===== src/rtl/uft_pkg.sv =====
package uft_pkg;

  typedef enum logic [1:0] {
    PAR_NONE = 2'd0,
    PAR_ODD  = 2'd1,
    PAR_EVEN = 2'd2
  } parity_t;

  typedef struct packed {
    logic [3:0] data_len;
    logic       two_stop;
    parity_t    parity;
    logic       ir_mode;
  } frame_cfg_t;

  // Line-control byte to frame settings.
  // Even parity follows bit 5 or bit 3; only bit 5 enables parity.
  function automatic frame_cfg_t decode_lcr(input logic [7:0] lcr);
    frame_cfg_t f;
    f.data_len = 4'd5 + {2'b00, lcr[1:0]};
    f.two_stop = lcr[2];
    if (!lcr[5])                f.parity = PAR_NONE;
    else if (lcr[5] || lcr[3])  f.parity = PAR_EVEN;
    else                        f.parity = PAR_ODD;
    f.ir_mode  = lcr[6];
    return f;
  endfunction

endpackage


===== src/rtl/uft_cfg.sv =====
module uft_cfg
  import uft_pkg::*;
#(
  parameter int DIV_W  = 16,
  parameter int FRAC_W = 3,
  parameter int PER_W  = DIV_W + 5
) (
  input  logic             clk,
  input  logic             rst_n,
  input  logic             cfg_wr,
  input  logic [DIV_W-1:0] div_i,
  input  logic [FRAC_W-1:0] frac_i,
  input  logic [7:0]       lcr_i,
  output frame_cfg_t       cfg_o,
  output logic [PER_W-1:0] period_m1_o,
  output logic             run_o
);
  logic [PER_W-1:0] per_m1_next;
  logic             div_zero;

  assign div_zero    = (div_i == '0);
  // 16*div + frac + 16 - 1
  assign per_m1_next = PER_W'({div_i, 4'b0000}) + PER_W'(frac_i) + PER_W'(15);

  always_ff @(posedge clk) begin
    if (!rst_n) begin
      cfg_o       <= decode_lcr(8'h00);
      period_m1_o <= '0;
      run_o       <= 1'b0;
    end else if (cfg_wr) begin
      run_o <= !div_zero;
      if (!div_zero) begin
        cfg_o       <= decode_lcr(lcr_i);
        period_m1_o <= per_m1_next;
      end
    end
  end
endmodule


===== src/rtl/uft_bit_div.sv =====
module uft_bit_div #(
  parameter int PER_W = 21
) (
  input  logic             clk,
  input  logic             rst_n,
  input  logic             clr,
  input  logic             run,
  input  logic [PER_W-1:0] period_m1,
  output logic             bit_tick
);
  logic [PER_W-1:0] cnt;
  logic             at_end;

  assign at_end   = (cnt == period_m1);
  assign bit_tick = run && at_end;

  always_ff @(posedge clk) begin
    if (!rst_n)              cnt <= '0;
    else if (clr || !run)    cnt <= '0;
    else if (at_end)         cnt <= '0;
    else                     cnt <= cnt + 1'b1;
  end
endmodule


===== src/rtl/uft_word_cnt.sv =====
module uft_word_cnt #(
  parameter int IDX_W = 4
) (
  input  logic             clk,
  input  logic             rst_n,
  input  logic             clr,
  input  logic             bit_tick,
  input  logic [IDX_W-1:0] bits_m1,
  output logic             word_tick
);
  logic [IDX_W-1:0] idx;
  logic             last;

  assign last      = (idx >= bits_m1);
  assign word_tick = bit_tick && last;

  always_ff @(posedge clk) begin
    if (!rst_n)          idx <= '0;
    else if (clr)        idx <= '0;
    else if (bit_tick)   idx <= last ? '0 : idx + 1'b1;
  end
endmodule


===== src/rtl/uft_frame_timer.sv =====
module uft_frame_timer
  import uft_pkg::*;
#(
  parameter int DIV_W  = 16,
  parameter int FRAC_W = 3
) (
  input  logic              clk,
  input  logic              rst_n,
  input  logic              cfg_wr,
  input  logic [DIV_W-1:0]  div_i,
  input  logic [FRAC_W-1:0] frac_i,
  input  logic [7:0]        lcr_i,
  output logic              bit_tick,
  output logic              word_tick,
  output logic [3:0]        data_len,
  output logic              two_stop,
  output logic [1:0]        parity,
  output logic              ir_mode
);
  localparam int PER_W = DIV_W + 5;
  localparam int IDX_W = 4;

  frame_cfg_t       cfg;
  logic [PER_W-1:0] period_m1;
  logic             run;
  logic [IDX_W-1:0] bits_m1;

  uft_cfg #(.DIV_W(DIV_W), .FRAC_W(FRAC_W), .PER_W(PER_W)) u_cfg (
    .clk(clk), .rst_n(rst_n), .cfg_wr(cfg_wr),
    .div_i(div_i), .frac_i(frac_i), .lcr_i(lcr_i),
    .cfg_o(cfg), .period_m1_o(period_m1), .run_o(run)
  );

  uft_bit_div #(.PER_W(PER_W)) u_bit (
    .clk(clk), .rst_n(rst_n), .clr(cfg_wr), .run(run),
    .period_m1(period_m1), .bit_tick(bit_tick)
  );

  // start + data + stop bits, minus one; parity not counted
  assign bits_m1 = cfg.data_len + (cfg.two_stop ? 4'd2 : 4'd1);

  uft_word_cnt #(.IDX_W(IDX_W)) u_word (
    .clk(clk), .rst_n(rst_n), .clr(cfg_wr), .bit_tick(bit_tick),
    .bits_m1(bits_m1), .word_tick(word_tick)
  );

  assign data_len = cfg.data_len;
  assign two_stop = cfg.two_stop;
  assign parity   = cfg.parity;
  assign ir_mode  = cfg.ir_mode;
endmodule


===== config.mk =====
export PLATFORM = sky130hd
export DESIGN_NAME = uft_frame_timer
export DESIGN_NICKNAME = d
export VERILOG_FILES = /design/src/rtl/uft_pkg.sv /design/src/rtl/uft_cfg.sv /design/src/rtl/uft_bit_div.sv /design/src/rtl/uft_word_cnt.sv /design/src/rtl/uft_frame_timer.sv
export SDC_FILE = /design/constraint.sdc
export NUM_CORES = 1
export LEC_CHECK = 0
export ABC_AREA = 1
export BUFFER_PORTS_ARGS = -buffer_cell sky130_fd_sc_hd__buf_4
export CAP_MARGIN = 5
export CELL_PAD_IN_SITES_DETAIL_PLACEMENT = 1
export CELL_PAD_IN_SITES_GLOBAL_PLACEMENT = 1
export CORE_MARGIN = 1.5
export CORE_UTILIZATION = 40
export CTS_BUF_LIST = sky130_fd_sc_hd__clkbuf_4 sky130_fd_sc_hd__clkbuf_8 sky130_fd_sc_hd__clkbuf_16
export CTS_CLUSTER_DIAMETER = 60
export DETAILED_ROUTE_END_ITERATION = 10
export PLACE_DENSITY_LB_ADDON = 0.1
export SYNTH_ARGS = -nofsm -noshare
export SYNTH_HDL_FRONTEND = slang
export SYNTH_SLANG_ARGS = --single-unit

===== constraint.sdc =====
create_clock -name clk -period 2.7 [get_ports clk]
set_input_delay 0.135 -clock clk [delete_from_list [all_inputs] [get_ports clk]]
set_output_delay 0.135 -clock clk [all_outputs]
set_load 0.005 [all_outputs]

* Word-level counts from Yosys, hierarchy flattened
Index checks and enable logic that the tools add are counted.
** Storage, ports and cells
- Register bits :: 55
- Input port bits :: 30
- Output and inout bits :: 10
** Cells by class
- $add $sub $neg :: 6
- Order comparisons :: 1
- Equal/unequal tests :: 1
- Multiplexer cells :: 4
- Bitwise gates (word level) :: 2
- Reduce and logical (&&, ||, !) cells :: 10
** Operator list (number)
- adder 20 x 3 -> 21 bit :: 1
- adder 21 x 1 -> 21 bit, second input constant :: 1
- adder 21 x 4 -> 21 bit, second input constant :: 1
- == test 21 bit :: 1
- logical NOT 16 bit :: 1
- two-way mux 2 bit :: 3
- adder 3 x 2 -> 4 bit, first input constant :: 1
- adder 4 x 1 -> 4 bit, second input constant :: 1
- adder 4 x 2 -> 4 bit :: 1
- >= comparator 4 bit :: 1
- two-way mux 4 bit :: 1
- OR reduction 3 bit :: 1
- logical AND 1 bit :: 2
- logical NOT 1 bit :: 2
- logical OR 1 bit :: 2
- NOT 1 bit :: 2
- AND reduction 2 bit :: 1
- OR reduction 2 bit :: 1

* Longest topological paths before layout
Gate-level depths: netlist of the first run.
- Word-level depth :: 4
- Gate-level depth with buffers :: 13

* By module
A second synthesis of the first run with hierarchy kept.
** Second synthesis, totals
- Cells, all modules :: 556
- Area total of the unflattened synthesis :: 3482.1 sq um
** Modules (own cells, without submodules)
- uft_cfg :: instances 1, cells an instance 253, area an instance 1605.3 sq um, sequential area each 600.6 sq um
- uft_bit_div :: instances 1, cells an instance 243, area an instance 1437.6 sq um, sequential area each 420.4 sq um
- uft_word_cnt :: instances 1, cells an instance 46, area an instance 344.1 sq um, sequential area each 80.1 sq um
- uft_frame_timer :: instances 1, cells an instance 14, area an instance 95.1 sq um, sequential area each 0.0 sq um

* Least setup slack after synthesis of the first run
OpenSTA, ideal clock, no wires.
- Path type :: reg2reg
- From :: register u_cfg.cfg_o[3] in the netlist's numbering
- To :: register u_word.idx[0]
- Setup time :: 0.064 ns
- Arrival time :: 2.173 ns
- Data required time :: 2.636 ns
- Path slack :: 0.463 ns
- Stages on the path, launching flop included :: 14
- Buffers on the path :: 0
- Cell sequence :: dfxtp_1 > inv_1 > ha_1 > inv_1 > fa_1 > xor2_1 > ha_1 > nand2_1 > inv_1 > a21boi_0 > nand3_1 > nand4_1 > nand2_1 > nor2_1
** On the way
- Word-level cells in the longest chain between the ends :: 4
** Ends and longest elaborated chain
- start, declared :: line uft_cfg.sv:14 : output frame_cfg_t cfg_o,
- start signal, assigned :: line uft_cfg.sv:27 : cfg_o <= decode_lcr(8'h00);
- start signal, assigned :: line uft_cfg.sv:33 : cfg_o <= decode_lcr(lcr_i);
- two-way mux 2 bit :: line uft_frame_timer.sv:40 : assign bits_m1 = cfg.data_len + (cfg.two_stop ? 4'd2 : 4'd1);
- adder 4 x 2 -> 4 bit :: line uft_frame_timer.sv:40
- >= comparator 4 bit :: line uft_word_cnt.sv:14 : assign last = (idx >= bits_m1);
- two-way mux 4 bit :: line uft_word_cnt.sv:20 : else if (bit_tick) idx <= last ? '0 : idx + 1'b1;
- end signal, assigned :: line uft_word_cnt.sv:20
- end, declared :: line uft_word_cnt.sv:11 : logic [IDX_W-1:0] idx;
Every way passes these cells.
A chain may end at the register's enable or synchronous reset.

* Worst setup path in the final report of the first run
- From :: register u_cfg.cfg_o[3] in the netlist's numbering
- To :: output port word_tick
** On the way
- Word-level cells in the longest chain between the ends :: 4
** Ends and longest elaborated chain
- two-way mux 2 bit :: line uft_frame_timer.sv:40
- adder 4 x 2 -> 4 bit :: line uft_frame_timer.sv:40
- >= comparator 4 bit :: line uft_word_cnt.sv:14
- logical AND 1 bit :: line uft_word_cnt.sv:15 : assign word_tick = bit_tick && last;
- end, declared :: line uft_frame_timer.sv:14 : output logic word_tick,
Every way passes these cells.

==> impl_metrics.py, run 1 <==
metrics = {
    "logic_synthesis": {
        "synth_edf_count": 0,
        "synth_cell_types": 34,
        "async_flop_share_pct": 0,
        "yosysTopAreaCell": "dfxtp_1",
        "synth_fp_nets": 554,
        "postSynthAreaPerCell_um2": 6.61,
        "ys_top_cells_by_count": "124 x nand2_1, 71 x inv_1, 67 x nor2_1, 55 x dfxtp_1, 35 x a21oi_1",
        "synth.most_common_cell": "nand2_1",
        "yosysSeqAreaShare_pct": 32.5,
        "yosysTopAreaCellShare_pct": 32.5,
        "synthFlopType": "dfxtp_1",
        "ys_ff_latch": 55,
        "syn_inst": 512,
        "synth_area_leaders": "dfxtp_1 33%, nand2_1 14%, inv_1 7.9%, nor2_1 7.4%, a21oi_1 5.2%",
        "yosysWarningCount": 0,
        "synthesis.area_um2": 3380,
    },
    "clocking": {
        "clk_path_buf_depth": 2,
        "clock-sinks": 55,
        "root_buffer": "clkbuf_8",
        "cts_tree": "done",
        "cts_made_buffers": 5,
        "clkTransAtPathRegs_ns": 0.09,
        "htreeDepth": 2,
        "postCtsHoldBufs": 0,
        "clk_latency_ns": 0.31,
    },
    "worst_hold_path": {
        "hold_path_depth": 2,
        "hp-class": "in -> reg",
        "hold_end": "u_cfg.cfg_o[4]$_SDFFE_PN1P_",
        "min_from": "lcr_i[0]",
    },
    "layout": {
        "drive_gt1_share_pct": 13.0,
        "num_antenna_cells": 0,
        "seqCellArea_um2": 1100,
        "num-fill-cells": 1119,
        "multiInputGateArea_um2": 1980,
        "stdcell_count": 651,
        "nets": 589,
        "syn_to_final_growth_pct": 14.1,
    },
    "route": {
        "num_vias": 3302,
        "drtAntennaViolNets": 0,
        "drt-initial-drc-count": 53,
        "drc": 0,
        "wl_per_cell_um": 14.2,
        "drt-total-wl_um": 9260,
        "dr.pass1.iters": 4,
        "viasPerCell": 5.07,
    },
    "placement": {
        "place_inst": 644,
        "finalWeightedCongestion": 0.776,
        "portBuffers": 36,
        "hpwl_um": 7290,
        "pre_cts_ws_ns": 0.301,
    },
    "worst_setup_path": {
        "r2r_cells": 13,
        "path_cells": "inv_2 -> ha_4 -> inv_2 -> fa_1 -> xor2_1 -> ha_1 -> nand2_1 -> inv_1 -> a21boi_2 -> a211oi_2 -> buf_4",
        "crit_type": "reg -> out",
        "cpPeakStageDelay_ns": 0.39,
        "cpMaxStageDelayCell": "fa_1",
        "path_buf_inv": 4,
        "path_max_fanout": 5,
        "start_kind": "register",
        "endpoint_kind": "output pin",
        "crit_required_ns": 2.57,
        "critical-path-top-delay-family": "adder cells",
        "r2r_end": "u_word.idx[2]$_SDFFE_PP0P_",
        "reg2reg_slack_ns": 0.33,
        "cp_common_cell": "inv_2",
        "r2r_start": "u_cfg.cfg_o[3]$_SDFFE_PN0P_",
        "cp.arrival_ns": 2.45,
    },
    "die": {
        "ios": 40,
        "num_rows": 33,
        "die_area_um2": 9020,
        "die_h_um": 95.0,
        "die_width_um": 95.0,
        "initial_utilization_pct": 41.2,
        "core_um2": 8220,
    },
    "global_routing": {
        "grt_max_degree": 31,
        "antenna_found_initial": 0,
        "grt_pass1_wl_um": 15400,
        "grt_pass1_vias": 3336,
        "track_usage_pct": 21.9,
        "grt.overflow.total": 0,
    },
    "sta": {
        "skew_ns": 0.00646,
        "worst_pin_slew_ns": 0.825,
        "finalCritPeriodShare_pct": 95.6,
        "finalCriticalPeriod_ns": 2.58,
        "max_freq_mhz": 387,
        "finalSetupViolations": 0,
        "slew_violations": 0,
        "rsz0062_at_grt": "false",
        "hold_viol": 0,
        "layout_setup_ws_ns": 0.118,
        "relSlewSlack_pct": 45.0,
        "setup-tns-final_ns": 0,
        "hold_slack_ns": 0.0417,
    },
    "pwr": {
        "ir_drop_v": 0.000217,
        "total_power_mw": 1.61,
        "p_leak_nw": 1.62,
        "powerDensity_nw_per_um2": 417,
    },
    "flow_run": {
        "maxCapViolCount": 0,
    },
    "run_status": {
        "outcome": "finished, final reports clean",
    },
}
[logic make-up after synthesis]
| family | synth area share [%] |
|---|---|
| AO/OA/AOI/OAI | 10.8 |
| XOR/XNOR | 6.99 |
| adder cells (fa/ha/maj) | 4.66 |
| buffers and inverters | 9.98 |
| flip-flops | 32.5 |
| AND/OR/NAND/NOR | 35.0 |
[where the power goes]
| group | switching (mW) | total [mW] | internal [mW] |
|---|---|---|---|
| registers | 0.0263 | 0.868 | 0.842 |
| clock network | 0.271 | 0.456 | 0.185 |
| logic | 0.166 | 0.285 | 0.119 |
[layer usage]
layer / up-vias / global-route usage [%] / wire length [um]
met1: 1568 / 26.0 / 4250
met4: 0 / 4.48 / 63
met3: 5 / 3.14 / 185
met2: 31 / 41.3 / 4770
li1: 1698 / - / -
met5: - / 0 / 0
[flip-flops by register name, indices dropped and copies added (netlist names)]
name,flops
u_bit.cnt,21
u_word.idx,4
u_cfg.period_m1_o,21
u_cfg.run_o,1
u_cfg.cfg_o,8
[placed cells by master (no fill, tap or decap)]
cell type and instances:
nor2_1 67, a211oi_2 1, a31oi_1 1, fa_1 1, a21oi_1 35, dfxtp_2 2, nand2_4 1, nor3_4 1
xnor2_1 8, nor2_4 3, o21bai_1 2, nand3_2 2, a21boi_2 1, nor4_1 1, clkbuf_8 5, buf_4 39
inv_1 69, nand2_1 124, or2_2 2, a41oi_1 1, nand4_1 16, nand3_1 25, inv_2 4, o21ai_0 29
nor3_1 13, ha_1 9, nor3_2 4, or2_0 1, ha_4 2, nand2_2 2, nand3b_1 1, dfxtp_1 53
xor2_1 19, nand3_4 1, clkbuf_4 1
[worst max-delay path by stage]
stage                                           start                         end  slack [ns]  depth (start not counted)
final                     u_cfg.cfg_o[3]$_SDFFE_PN0P_                   word_tick        0.12                         11
after global placement    u_cfg.cfg_o[3]$_SDFFE_PN0P_                   word_tick        0.44                         11
after floorplan           u_cfg.cfg_o[3]$_SDFFE_PN0P_  u_word.idx[0]$_SDFFE_PP0P_        0.46                         13
after CTS                 u_cfg.cfg_o[3]$_SDFFE_PN0P_                   word_tick        0.02                         11
after global routing      u_cfg.cfg_o[3]$_SDFFE_PN0P_                   word_tick       0.008                         11
after detailed placement  u_cfg.cfg_o[3]$_SDFFE_PN0P_                   word_tick        0.30                         11
[through the flow]
stage | utilization, % | cell area, um^2
4_1_cts | 46.5 | 3820
3_3_place_gp | 45.5 | 3740
3_5_place_dp | 45.5 | 3740
2_1_floorplan | - | 3380
6_report | 47.0 | 3860
5_1_grt | 47.0 | 3860
[what timing repair did]
action	4_1_cts	5_1_grt
resized for setup	2	9
pin swaps	0	5
setup endpoints to repair	1	1
buffers inserted	0	2
cloned	0	0
[area by class of cell]
cell class / count / area share, %
multi-input combinational: 373 / 51.4
sequential: 55 / 28.6
timing repair buffer: 39 / 7.58
inverter: 73 / 7.09
tap: 105 / 3.40
clock buffer: 6 / 1.98
[worst reg2reg max path, delay by kind of cell, from the launching register on]
| kind | cells | cell delay [ns] |
|---|---|---|
| fa+ha+maj | 3 | 0.84 |
| simple gates | 5 | 0.52 |
| xor+xnor | 1 | 0.16 |
| compound gates | 1 | 0.26 |
| buf+inv | 3 | 0.20 |
| flops | 1 | 0.35 |
(Power assumes the default switching activity.)
==> inputs of run 2 (changes only) <==
--- a/config.mk
+++ b/config.mk
@@ -10,9 +10,8 @@
 export CAP_MARGIN = 5
 export CELL_PAD_IN_SITES_DETAIL_PLACEMENT = 1
 export CELL_PAD_IN_SITES_GLOBAL_PLACEMENT = 1
-export CORE_MARGIN = 1.5
+export CORE_MARGIN = 2
 export CORE_UTILIZATION = 40
-export CTS_BUF_LIST = sky130_fd_sc_hd__clkbuf_4 sky130_fd_sc_hd__clkbuf_8 sky130_fd_sc_hd__clkbuf_16
 export CTS_CLUSTER_DIAMETER = 60
 export DETAILED_ROUTE_END_ITERATION = 10
 export PLACE_DENSITY_LB_ADDON = 0.1
==> impl_metrics.py, run 2 (synthesis results as in run 1) <==
metrics = {
    "global_routing": {
        "grt_max_degree": 31,
        "track_usage_pct": 22.1,
        "grt_pass1_vias": 3405,
        "antenna_found_initial": 0,
        "grt_pass1_wl_um": 16000,
        "grt.overflow.total": 0,
    },
    "worst_setup_path": {
        "critical-path-top-delay-family": "adder cells",
        "path_buf_inv": 4,
        "crit_type": "reg -> out",
        "cpMaxStageDelayCell": "fa_2",
        "cp.arrival_ns": 2.45,
        "path_max_fanout": 5,
        "path_cells": "inv_4 -> ha_4 -> inv_2 -> fa_2 -> ha_4 -> inv_1 -> o21bai_1 -> a21boi_2 -> a211oi_2 -> buf_4",
        "start_kind": "register",
        "endpoint_kind": "output pin",
        "cp_common_cell": "ha_4",
        "crit_required_ns": 2.57,
        "cpPeakStageDelay_ns": 0.47,
    },
    "worst_hold_path": {
        "hp-class": "in -> reg",
    },
    "pwr": {
        "p_sw_mw": 0.492,
        "sequentialPowerShare_pct": 49.6,
        "pwr-share-comb_pct": 16.1,
        "switching_share_pct": 28.1,
        "p_int_mw": 1.26,
        "p_clk_share_pct": 34.3,
        "powerDensity_nw_per_um2": 449,
        "p_leak_nw": 1.63,
        "ir_drop_v": 0.000305,
    },
    "die": {
        "core_um2": 8220,
        "die_area_um2": 9210,
        "die_h_um": 96.0,
        "num_rows": 33,
        "initial_utilization_pct": 41.2,
        "ios": 40,
        "die_width_um": 96.0,
    },
    "sta": {
        "rsz0062_at_grt": "false",
        "max_freq_mhz": 387,
        "setup-tns-final_ns": 0,
        "finalCriticalPeriod_ns": 2.59,
        "finalSetupViolations": 0,
        "slew_violations": 0,
        "worst_pin_slew_ns": 0.829,
        "skew_ns": 0.00595,
        "finalCritPeriodShare_pct": 95.8,
        "relSlewSlack_pct": 44.7,
        "hold_viol": 0,
    },
    "clocking": {
        "cts_tree": "done",
        "cts_made_buffers": 5,
        "clkTransAtPathRegs_ns": 0.10,
        "post_cts_buffers": 0,
        "postCtsHoldBufs": 0,
        "root_buffer": "clkbuf_8",
        "clock-sinks": 55,
        "htreeDepth": 2,
        "clk_path_buf_depth": 2,
        "clk_latency_ns": 0.32,
    },
    "layout": {
        "drive_gt1_share_pct": 13.2,
        "num-fill-cells": 1101,
        "largestRegisters": "u_bit.cnt x21, u_cfg.period_m1_o x21, u_cfg.cfg_o x8",
        "nets": 587,
        "syn_to_final_growth_pct": 15.1,
        "final_cell_mix": "124 x nand2_1, 68 x inv_1, 67 x nor2_1",
        "num_antenna_cells": 0,
        "final_common_cell": "nand2_1",
        "utilization_pct": 47.4,
    },
    "flow_run": {
        "maxCapViolCount": 0,
    },
    "route": {
        "viasPerCell": 5.08,
        "drt-initial-drc-count": 54,
        "drtAntennaViolNets": 0,
        "dr.pass1.iters": 4,
        "num_vias": 3307,
        "drt-total-wl_um": 9410,
        "wl_per_cell_um": 14.4,
        "drc": 0,
    },
    "run_status": {
        "outcome": "finished, final reports clean",
    },
    "placement": {
        "portBuffers": 36,
        "hpwl_um": 7290,
        "finalWeightedCongestion": 0.817,
    },
}
## run 2: area by class of cell
cell class / count / area (um^2) / area share (%)
flip-flops and latches: 55 / 1100 / 28.4
clock inverters: 2 / 35.0 / 0.899
repair buffers: 37 / 278 / 7.13
inverters: 73 / 277 / 7.10
multi-input cells: 373 / 1990 / 51.0
well taps: 105 / 131 / 3.37
clock buffers: 6 / 82.6 / 2.12
## run 2: path summary, 6_finish.rpt
path | from | endpoint | slack, ns | cells after the start
setup reg to reg | u_cfg.cfg_o[4]$_SDFFE_PN1P_ | u_word.idx[1]$_SDFFE_PP0P_ | 0.41 | 11
hold reg to reg | u_cfg.cfg_o[1]$_SDFFE_PN0P_ | u_cfg.cfg_o[1]$_SDFFE_PN0P_ | 0.45 | 2
setup / recovery | u_cfg.cfg_o[3]$_SDFFE_PN0P_ | word_tick | 0.11 | 10
hold / removal | lcr_i[0] | u_cfg.cfg_o[4]$_SDFFE_PN1P_ | 0.01 | 2
## run 2: repair_timing
item                                    CTS  global route
cloned                                    0             0
endpoints found under the setup margin    1             1
hold endpoints to repair                  0             0
gates resized for setup                   2            12
pin swaps                                 0             5
## run 2: power groups by stage
| stage | clock (mW) | sequential, mW | combinational [mW] |
|---|---|---|---|
| 2_1_floorplan | 0 | 0.878 | 0.170 |
| 3_3_place_gp | 0 | 0.885 | 0.258 |
| 3_5_place_dp | 0 | 0.887 | 0.269 |
| 4_1_cts | 0.611 | 0.868 | 0.272 |
| 5_1_grt | 0.635 | 0.872 | 0.323 |
| 6_report | 0.600 | 0.868 | 0.282 |
## run 2: metrics by stage
| stage | cell area, um^2 | hold slack, ns | setup slack, ns | std cells | power (mW) |
|---|---|---|---|---|---|
| CTS | 3860 | 0.00707 | 0.00698 | 652 | 1.75 |
| global placement | 3740 | 0.352 | 0.448 | 644 | 1.14 |
| global route | 3890 | 0.0369 | 0.0139 | 651 | 1.83 |
| finish | 3890 | 0.00999 | 0.113 | 651 | 1.75 |
| detailed placement | 3740 | 0.352 | 0.262 | 644 | 1.16 |
| floorplan | 3380 | 0.249 | 0.463 | 512 | 1.05 |
## run 2: per-layer routing
metal	GRT usage (%)	up-vias	share of wire [%]
met3	3.21	10	1.4
met5	0	-	0
met2	40.9	19	51
met4	5.12	0	1.3
li1	-	1692	-
met1	26.8	1586	46
==> inputs of run 3 (changes only) <==
--- a/config.mk
+++ b/config.mk
@@ -11,7 +11,7 @@
 export CELL_PAD_IN_SITES_DETAIL_PLACEMENT = 1
 export CELL_PAD_IN_SITES_GLOBAL_PLACEMENT = 1
 export CORE_MARGIN = 2
-export CORE_UTILIZATION = 40
+export CORE_UTILIZATION = 41
 export CTS_CLUSTER_DIAMETER = 60
 export DETAILED_ROUTE_END_ITERATION = 10
 export PLACE_DENSITY_LB_ADDON = 0.1
==> impl_metrics.py, run 3 (synthesis results as in run 1) <==
metrics = {
    "pwr": {
        "p_int_mw": 1.20,
        "p_leak_nw": 1.63,
        "ir_drop_v": 0.000224,
        "p_sw_mw": 0.480,
        "pwr-share-comb_pct": 17.4,
        "sequentialPowerShare_pct": 51.7,
        "p_clk_share_pct": 30.8,
        "total_power_mw": 1.68,
        "powerDensity_nw_per_um2": 430,
        "switching_share_pct": 28.6,
    },
    "sta": {
        "finalSetupViolations": 0,
        "finalCriticalPeriod_ns": 2.59,
        "skew_ns": 0.00708,
        "slew_violations": 0,
        "finalCritPeriodShare_pct": 95.9,
        "hold_viol": 0,
        "layout_setup_ws_ns": 0.110,
        "setup-tns-final_ns": 0,
        "max_freq_mhz": 386,
        "worst_pin_slew_ns": 0.835,
        "relSlewSlack_pct": 44.3,
    },
    "die": {
        "die_h_um": 94.9,
        "num_rows": 33,
        "initial_utilization_pct": 41.8,
        "core_um2": 8090,
        "die_width_um": 94.9,
        "ios": 40,
        "die_area_um2": 9000,
    },
    "route": {
        "wl_met1_um": 4580,
        "dr_wl_met2_um": 4400,
        "drc": 0,
        "viasPerCell": 5.04,
        "drt-initial-drc-count": 90,
        "drtAntennaViolNets": 0,
        "num_vias": 3295,
        "wl_met3_um": 170,
        "drt-total-wl_um": 9220,
        "top_layer": "met4",
        "dr.pass1.iters": 4,
        "wl_per_cell_um": 14.1,
    },
    "layout": {
        "drive_gt1_share_pct": 13.3,
        "multiInputGateArea_um2": 1990,
        "syn_to_final_growth_pct": 15.3,
        "largestRegisters": "u_bit.cnt x21, u_cfg.period_m1_o x21, u_cfg.cfg_o x8",
        "num_antenna_cells": 0,
        "nets": 590,
        "seqCellArea_um2": 1100,
        "final_cell_mix": "124 x nand2_1, 69 x inv_1, 67 x nor2_1",
        "final_common_cell": "nand2_1",
        "num-fill-cells": 1128,
    },
    "global_routing": {
        "grt_max_degree": 31,
        "grt_pass1_vias": 3306,
        "track_usage_pct": 21.3,
        "antenna_found_initial": 0,
        "grt.overflow.total": 0,
        "grt_pass1_wl_um": 15300,
    },
    "placement": {
        "finalWeightedCongestion": 0.815,
        "hpwl_um": 7260,
        "portBuffers": 36,
        "pre_cts_ws_ns": 0.150,
    },
    "clocking": {
        "cts_tree": "done",
        "clkTransAtPathRegs_ns": 0.10,
        "clk_latency_ns": 0.31,
        "cts_made_buffers": 5,
        "htreeDepth": 2,
        "root_buffer": "clkbuf_8",
        "clk_path_buf_depth": 2,
        "clock-sinks": 55,
    },
    "flow_run": {
        "maxCapViolCount": 0,
    },
    "run_status": {
        "outcome": "finished, final reports clean",
    },
    "worst_setup_path": {
        "reg2reg_slack_ns": 0.36,
        "endpoint_kind": "output pin",
        "path_max_fanout": 4,
        "cp.arrival_ns": 2.46,
        "crit_type": "reg -> out",
        "start_kind": "register",
        "crit_required_ns": 2.57,
    },
    "worst_hold_path": {
        "hp-class": "in -> reg",
    },
}
run 3: cell types whose count changed in the layout (fill, tap and decap cells not counted), sizes merged:
cell,previous run,this run
bufinv,1,0
clkbuf,6,8
clkinv,1,0
buf,37,40
run 3: final timing paths:
check                               from                          end  cells past startpoint
max          u_cfg.cfg_o[3]$_SDFFE_PN0P_                    word_tick                     10
min                             lcr_i[0]  u_cfg.cfg_o[4]$_SDFFE_PN1P_                      2
max reg2reg  u_cfg.cfg_o[3]$_SDFFE_PN0P_   u_word.idx[0]$_SDFFE_PP0P_                     14
min reg2reg  u_cfg.cfg_o[1]$_SDFFE_PN0P_  u_cfg.cfg_o[1]$_SDFFE_PN0P_                      2
run 3: layout make-up:
cell class / count / share of cell area (%)
multi-input combinational: 373 / 51.0
sequential: 55 / 28.3
timing repair buffer: 40 / 7.69
inverter: 73 / 7.08
tap: 105 / 3.37
clock buffer: 8 / 2.56
run 3: repair_timing:
item / in CTS / in global routing
hold buffers: 0 / 0
endpoints found under the setup margin: 1 / 1
pin swaps: 0 / 5
buffers inserted: 0 / 3
gates resized for setup: 4 / 9
run 3: per-layer routing:
| layer | up-vias | global-route usage [%] |
|---|---|---|
| met5 | - | 0 |
| met4 | 0 | 3.99 |
| met3 | 6 | 2.63 |
| met2 | 35 | 37.7 |
| met1 | 1551 | 28.0 |
| li1 | 1703 | - |
run 3: worst max-delay path: stages, from the launching register on:
cell and delay [ns]:
dfxtp_2 0.35, inv_4 0.06, ha_4 0.12, inv_1 0.06, fa_1 0.54, ha_4 0.29, inv_1 0.03, o21bai_1 0.18
a21boi_2 0.12, a211oi_2 0.24, buf_4 0.14
run 3: power by group through the flow:
stage | clock [mW] | sequential [mW] | combinational (mW)
after floorplan | 0 | 0.878 | 0.170
after global placement | 0 | 0.884 | 0.256
after detailed placement | 0 | 0.886 | 0.268
after CTS | 0.528 | 0.868 | 0.275
after global routing | 0.554 | 0.873 | 0.331
final | 0.518 | 0.869 | 0.293
run 3: through the flow:
step / instance area, um^2 / hold WS (ns) / util (%) / cells
finish: 3900 / 0.0137 / 48.2 / 654
CTS: 3840 / 0.0110 / 47.5 / 651
global route: 3900 / 0.00937 / 48.2 / 654
global placement: 3730 / 0.349 / 46.1 / 643
detailed placement: 3730 / 0.355 / 46.1 / 643
floorplan: 3380 / 0.249 / - / 512
